### src/rtl/iir_pkg.sv
package iir_pkg;
  typedef enum logic [0:0] {
    FLOW_INIT = 1'b0,
    FLOW_RUN  = 1'b1
  } flow_state_t;
endpackage

### src/rtl/iir_flow.sv
module iir_flow
  import iir_pkg::*;
(
  input  logic clk,
  input  logic rst,
  input  logic in_valid,
  input  logic out_ready,
  output logic in_ready,
  output logic in_fire,
  output logic out_valid
);
  flow_state_t state_q;

  assign in_ready = (state_q == FLOW_RUN) && (!out_valid || out_ready);
  assign in_fire  = in_valid && in_ready;

  always_ff @(posedge clk) begin
    if (rst) begin
      state_q   <= FLOW_INIT;
      out_valid <= 1'b0;
    end else begin
      state_q <= FLOW_RUN;
      if (in_fire) out_valid <= 1'b1;
      else if (out_ready) out_valid <= 1'b0;
    end
  end

  // no handshake during reset or the cycle after it
  a_r1_quiet_after_reset: assert property (@(posedge clk)
    rst |=> (!out_valid && !in_ready));

  // an accepted sample gives a valid output next cycle
  a_r2_fire_gives_valid: assert property (@(posedge clk) disable iff (rst)
    in_fire |=> out_valid);

  // stall blocks input and keeps output valid
  a_r3_stall_blocks_input: assert property (@(posedge clk) disable iff (rst)
    (out_valid && !out_ready) |-> !in_ready);
  a_r3_stall_keeps_valid: assert property (@(posedge clk) disable iff (rst)
    (out_valid && !out_ready) |=> out_valid);
endmodule

### src/rtl/iir_tap.sv
module iir_tap #(
  parameter int DATA_W = 16,
  parameter int COEF_W = 16,
  parameter int ACC_W  = 36
) (
  input  logic                     clk,
  input  logic                     rst,
  input  logic                     en,
  input  logic signed [DATA_W-1:0] x,
  input  logic signed [DATA_W-1:0] y,
  input  logic signed [COEF_W-1:0] b,
  input  logic signed [COEF_W-1:0] a,
  input  logic signed [ACC_W-1:0]  upper,
  output logic signed [ACC_W-1:0]  state
);
  logic signed [ACC_W-1:0] xe, ye, be, ae, bx, ay, nxt;

  assign xe  = {{(ACC_W-DATA_W){x[DATA_W-1]}}, x};
  assign ye  = {{(ACC_W-DATA_W){y[DATA_W-1]}}, y};
  assign be  = {{(ACC_W-COEF_W){b[COEF_W-1]}}, b};
  assign ae  = {{(ACC_W-COEF_W){a[COEF_W-1]}}, a};
  assign bx  = xe * be;
  assign ay  = ye * ae;
  assign nxt = bx - ay + upper;

  always_ff @(posedge clk) begin
    if (rst)     state <= '0;
    else if (en) state <= nxt;
  end

  // state is frozen whenever no sample is accepted
  a_r3_state_hold: assert property (@(posedge clk) disable iff (rst)
    !en |=> $stable(state));

  // reset clears the state
  a_r1_state_cleared: assert property (@(posedge clk)
    rst |=> (state == '0));
endmodule

### src/rtl/iir_stream_filter.sv
module iir_stream_filter #(
  parameter int DATA_W  = 16,
  parameter int COEF_W  = 16,
  parameter int FRAC_W  = 14,
  parameter int ORDER   = 2,
  parameter int GUARD_W = 4
) (
  input  logic                          clk,
  input  logic                          rst,
  input  logic                          in_valid,
  output logic                          in_ready,
  input  logic signed [DATA_W-1:0]      in_data,
  output logic                          out_valid,
  input  logic                          out_ready,
  output logic signed [DATA_W-1:0]      out_data,
  input  logic [(ORDER+1)*COEF_W-1:0]   coef_b,
  input  logic [ORDER*COEF_W-1:0]       coef_a
);
  localparam int ACC_W = DATA_W + COEF_W + GUARD_W;
  localparam logic signed [ACC_W-1:0] MAX_A =
    {{(ACC_W-DATA_W+1){1'b0}}, {(DATA_W-1){1'b1}}};
  localparam logic signed [ACC_W-1:0] MIN_A =
    {{(ACC_W-DATA_W+1){1'b1}}, {(DATA_W-1){1'b0}}};

  // Scale down by the fraction width and clamp to the data range.
  function automatic logic signed [DATA_W-1:0] scale_sat(input logic signed [ACC_W-1:0] acc);
    logic signed [ACC_W-1:0] sh;
    sh = acc >>> FRAC_W;
    if (sh > MAX_A)      sh = MAX_A;
    else if (sh < MIN_A) sh = MIN_A;
    return sh[DATA_W-1:0];
  endfunction

  logic                     in_fire;
  logic signed [ACC_W-1:0]  st [1:ORDER+1];
  logic signed [ACC_W-1:0]  xe, b0e, head_acc;
  logic signed [DATA_W-1:0] y_new;
  logic signed [COEF_W-1:0] b0;

  iir_flow u_flow (
    .clk       (clk),
    .rst       (rst),
    .in_valid  (in_valid),
    .out_ready (out_ready),
    .in_ready  (in_ready),
    .in_fire   (in_fire),
    .out_valid (out_valid)
  );

  assign b0       = coef_b[COEF_W-1:0];
  assign xe       = {{(ACC_W-DATA_W){in_data[DATA_W-1]}}, in_data};
  assign b0e      = {{(ACC_W-COEF_W){b0[COEF_W-1]}}, b0};
  assign head_acc = xe * b0e + st[1];
  assign y_new    = scale_sat(head_acc);

  assign st[ORDER+1] = '0;

  for (genvar k = 1; k <= ORDER; k++) begin : g_tap
    iir_tap #(
      .DATA_W (DATA_W),
      .COEF_W (COEF_W),
      .ACC_W  (ACC_W)
    ) u_tap (
      .clk   (clk),
      .rst   (rst),
      .en    (in_fire),
      .x     (in_data),
      .y     (y_new),
      .b     (coef_b[k*COEF_W +: COEF_W]),
      .a     (coef_a[(k-1)*COEF_W +: COEF_W]),
      .upper (st[k+1]),
      .state (st[k])
    );
  end

  always_ff @(posedge clk) begin
    if (rst)          out_data <= '0;
    else if (in_fire) out_data <= y_new;
  end

  // output data held during a stall
  a_r3_data_stable: assert property (@(posedge clk) disable iff (rst)
    (out_valid && !out_ready) |=> $stable(out_data));

  // output changes only on an accepted sample
  a_r7_data_only_on_fire: assert property (@(posedge clk) disable iff (rst)
    !in_fire |=> $stable(out_data));

  // reset clears output data
  a_r1_data_cleared: assert property (@(posedge clk)
    rst |=> (out_data == '0));
endmodule

### config.mk
export PLATFORM = sky130hd
export DESIGN_NAME = iir_stream_filter
export DESIGN_NICKNAME = d
export VERILOG_FILES = /design/src/rtl/iir_pkg.sv /design/src/rtl/iir_flow.sv /design/src/rtl/iir_tap.sv /design/src/rtl/iir_stream_filter.sv
export SDC_FILE = /design/constraint.sdc
export NUM_CORES = 2
export LEC_CHECK = 0
export BUFFER_PORTS_ARGS = -buffer_cell sky130_fd_sc_hd__buf_2
export CORE_MARGIN = 3
export CORE_UTILIZATION = 55
export CTS_CLUSTER_DIAMETER = 40
export CTS_CLUSTER_SIZE = 12
export DETAILED_ROUTE_END_ITERATION = 7
export PLACE_DENSITY = 0.74
export SLEW_MARGIN = 20
export SYNTH_ARGS = -nofsm -noshare
export SYNTH_HDL_FRONTEND = slang
export SYNTH_HIERARCHICAL = 1
export SYNTH_SLANG_ARGS = --single-unit
### constraint.sdc
create_clock -name clk -period 17.24 [get_ports clk]
set_clock_uncertainty 0.2 [all_clocks]
set_input_delay 3.448 -clock clk [delete_from_list [all_inputs] [get_ports clk]]
set_output_delay 3.448 -clock clk [all_outputs]
set_load 0.02 [all_outputs]
# Word-level counts from Yosys, hierarchy flattened
# Index checks and enable logic that the tools add are counted.
# word_totals
input_bits,100
register_bits,90
output_inout_bits,18
# op_classes
n_mux,5
multipliers,5
magnitude_cmp,2
n_reduce_logical,5
addsub,4
# op_table
op,n
$mul 16x16->32,5
$sub 36x36->36,2
$add 32x36->36,1
$add 36x36->36,1
$mux 16,2
$gt 22x16->1 const B,1
$lt 22x16->1 const B,1
$mux 1,3
$logic_and 1x1->1,2
$reduce_bool 2->1,1
$logic_not 1->1,1
$logic_or 1x1->1,1

# Logic depth before layout (Yosys ltp)
# logic_depth
word_depth,8
ltp_mapped,67

# Hierarchy
# Netlist, hierarchy kept.
# by_module_without_submodules
module,seq_area_each_um2,n_inst,cells_each,area_each_um2
iir_tap at g_tap[1].u_tap,720.7,1,2561,23602.6
iir_tap at g_tap[2].u_tap,720.7,1,2541,23525.1
iir_stream_filter,320.3,1,1359,12334.3
iir_flow,40.0,1,8,95.1

# Worst setup path after synthesis
# Ideal clock, no wire load.
# synth_path
path_kind,input to register
startpoint,input coef_b[3]
endpoint,register g_tap[1].u_tap.state[35]
arrival_ns,18.383
setup_slack_ns,-1.439
required_time_ns,16.945
path_stages,57
path_cell_list,clkbuf_1 > nand2_1 > fa_1 > inv_1 > fa_1 > inv_1 > fa_1 > fa_1 > inv_1 > fa_1 > inv_1 > fa_1 > inv_1 > ha_1 > nand4_1 > or2_2 > nor2_1 > o21ai_0 > (+21 left out) > a21o_1 > a21o_1 > a21o_1 > a21oi_1 > o21ai_0 > nor2_1 > o21ai_2 > a21o_1 > a21oi_1 > xnor2_1 > ha_1 > a2111oi_0 > o21ai_0 > o32ai_4 > o41ai_1 > xor2_1 > or4_1 > o311ai_1
# synth_between
elab_chain_cells,8
word_cells_on_any_way,9
cone_classes,add/sub (3); mul (2); order compare (2); mux (2)
# synth_lines
element,line,source
start: declaration,iir_stream_filter.sv:16,"input logic [(ORDER+1)*COEF_W-1:0] coef_b,"
$mul 16x16->32 *,iir_stream_filter.sv:53,assign head_acc = xe * b0e + st[1];
$add 32x36->36 *,iir_stream_filter.sv:53,
$lt 22x16->1,iir_stream_filter.sv:30,else if (sh < MIN_A) sh = MIN_A;
$mux 16,iir_stream_filter.sv:30,
$mux 16 *,iir_stream_filter.sv:29,if (sh > MAX_A) sh = MAX_A;
net y_new[10],iir_stream_filter.sv:37,logic signed [DATA_W-1:0] y_new;
$mul 16x16->32 *,iir_tap.sv:23,assign ay = ye * ae;
$sub 36x36->36 *,iir_tap.sv:24,assign nxt = bx - ay + upper;
$add 36x36->36 *,iir_tap.sv:24,
end signal: assignment,iir_tap.sv:28,else if (en) state <= nxt;
end: declaration,iir_tap.sv:14,output logic signed [ACC_W-1:0] state
# The timed path passes the listed nets; every way through them passes the cells marked *.
# A chain may end at the register's enable or synchronous reset.

# Final worst setup path
# layout_path
startpoint,input coef_b[2]
endpoint,register g_tap[1].u_tap.state[35]
# Same word-level chain as after synthesis.

==> flow_summary.toml <==
[worst_setup_path]
worstSetupEndpointType = "flip-flop"
critPathTopFamily = "adder cells"
cp_data_required_time_ps = 17320
max_stage_delay_ps = 650
critPathSlowestCell = "fa_2"
crit_buf_inv = 19
crit_path_frequent_cell = "fa_1"
critPathLaunchType = "input port"
cp.arrival_ps = 17910
cp_max_fo = 8
crit_type = "input port to flip-flop"

[run_status]
status = "complete, but fails checks"
failed_checks = "negative setup slack"

[synthesis]
synthCells = 6469
synth_top_cell_by_area = "fa_1"
ys.flop_type = "dfxtp_1"
syn-cell-area_um2 = 59600
synth_seq_area_share_pct = 3.03
synth.top_cell.area_share_pct = 50.2
avgSynthCellArea_um2 = 9.21
synth.area.top_cells = "fa_1 (50%), inv_1 (11%), ha_1 (11%)"
yosysWarnings = 6
synth_edf_count = 0
synthArstFlopShare_pct = 0
synth_seq_cells = 90
yosysUniqueCellTypes = 98

[detailed_routing]
drtIter0Drc = 2981
drc = 0
postRouteAntennaNets = 0
via_per_inst = 5.39
wl_per_cell_um = 19.1
drt_wl_total_um = 164000
vias = 46083
dr.pass1.iters = 5

[sta]
setup_viol = 22
rsz0062_at_grt = "yes"
fmax_mhz = 56.1
fin_crit_sh_pct = 103
slew_headroom_pct = 41.9
slew_violations = 0
finalCriticalPeriod_ps = 17840
worst_pin_slew_ps = 871
setup_slack_ps = -597
hold_viol_final = 0

[global_routing]
grt.total_usage_pct = 30.2
grt_max_degree = 69
grt_overflow = 0
antenna_found_initial = 8
grt_first_pass_wirelength_um = 268000
grt_pass1_vias = 50848

[floorplan]
rows = 120
die_w_um = 335
dieArea_um2 = 112000
die-height_um = 335
start_util_pct = 55.6
ios = 118
core_area_um2 = 107000

[placement]
place_congestion = 0.992
post-place-ws_ps = -1570
portBuffers = 117
dpl.hpwl_um = 139000

[clock_tree]
numCtsBuffers = 9
numClockSinks = 90
clockBufferDepth = 2
cts_tree = "done"
clk_pin_slew_ps = 70
cts_root_buf = "clkbuf_16"
htreeDepth = 3
insertion_delay_ps = 370

[flow_run]
maxCapViolCount = 0

[finish]
fillCellCount = 8387
nNetsFinal = 9230
final_common_cell = "inv_1"
area_growth_pct = 17.2
layout_common_cells = "inv_1 (1709), fa_1 (1457), and2_1 (633)"
drive_above_1_share_pct = 17.4

[hold_path]
hp-class = "flip-flop to flip-flop"
final cells by class:
type	instances	area (µm²)	area share, %
multi-input cells	4477	52700	75.5
repair buffers	816	6620	9.49
inverters	1742	6550	9.39
flip-flops and latches	90	1800	2.58
well taps	1403	1760	2.52
clock buffers	9	225	0.323
clock inverters	7	116	0.167
diodes	3	7.51	0.0108
state kept, by name, indices dropped and copies added, names as in the netlist:
name and cells:
g_tap.u_tap/state 72, out_data 16, u_flow/state_q 1, u_flow/out_valid 1
worst reg2reg max path, delay by kind of cell (launching register included):
| family | cells | cell delay, ps |
|---|---|---|
| AO/OA/AOI/OAI | 12 | 1790 |
| XOR/XNOR | 1 | 120 |
| adder cells (fa/ha/maj) | 16 | 7040 |
| buffers and inverters | 17 | 1840 |
| flip-flops | 1 | 330 |
| AND/OR/NAND/NOR | 13 | 2600 |
Yosys cell counts, drive strengths merged, types with 19 or more instances:
cell type,count
a21o,66
a211oi,43
clkbuf,180
nand3,26
nand2,631
o21bai,21
a21oi,160
o21a,25
inv,1742
buf,19
mux2i,43
nor3,24
xor2,43
nor2,185
nor2b,46
nand2b,63
fa,1493
and2,650
ha,501
dfxtp,90
xnor2,131
o21ai,90
kinds of logic after synthesis:
logic type / synth area share [%]
AOI/OAI and AO/OA: 6.13
xor gates and xnor gates: 2.61
adders and majority gates: 60.7
buffers and inverters: 12.3
DFF: 3.03
muxes: 0.723
other: 0.00630
and+or+nand+nor: 14.5
final timing paths:
check	start	endpoint	slack, ps	cells after the start
max	coef_b[2]	g_tap[1].u_tap/state[35]$_SDFFE_PP0P_	-600	63
min	g_tap[2].u_tap/state[34]$_SDFFE_PP0P_	g_tap[2].u_tap/state[34]$_SDFFE_PP0P_	280	2
max reg2reg	g_tap[1].u_tap/state[15]$_SDFFE_PP0P_	g_tap[1].u_tap/state[35]$_SDFFE_PP0P_	3160	59
min reg2reg	g_tap[2].u_tap/state[34]$_SDFFE_PP0P_	g_tap[2].u_tap/state[34]$_SDFFE_PP0P_	280	2
per-layer routing:
metal  track usage (%)  wire (µm)  vias to the layer above
met5                 0         47                        -
met4              10.5       6780                        8
met3              4.28      11000                      349
met2              51.0      80300                     1617
met1              40.2      65600                    23812
li1                  -          -                    20297
through the flow:
stage	utilization, %	std cells	area [µm²]	setup TNS (ps)	hold slack [ps]
after floorplan	-	6508	60200	-272	252
after global placement	61.7	8418	66200	-29180	271
after detailed placement	61.7	8418	66200	-34810	267
after CTS	63.8	8500	68400	-1400	279
after global routing	65.1	8545	69800	-17120	304
final	65.1	8547	69800	-4540	278
timing repair:
item / CTS / global route
buffers inserted: 66 / 44
resized for setup: 276 / 240
pin swaps: 187 / 209
cloned: 2 / 2
endpoints found under the setup margin: 39 / 42
hold buffers: 0 / 0
Power is not shown: default switching activity piles up to over one toggle a cycle in this logic, so the estimate is an artifact.
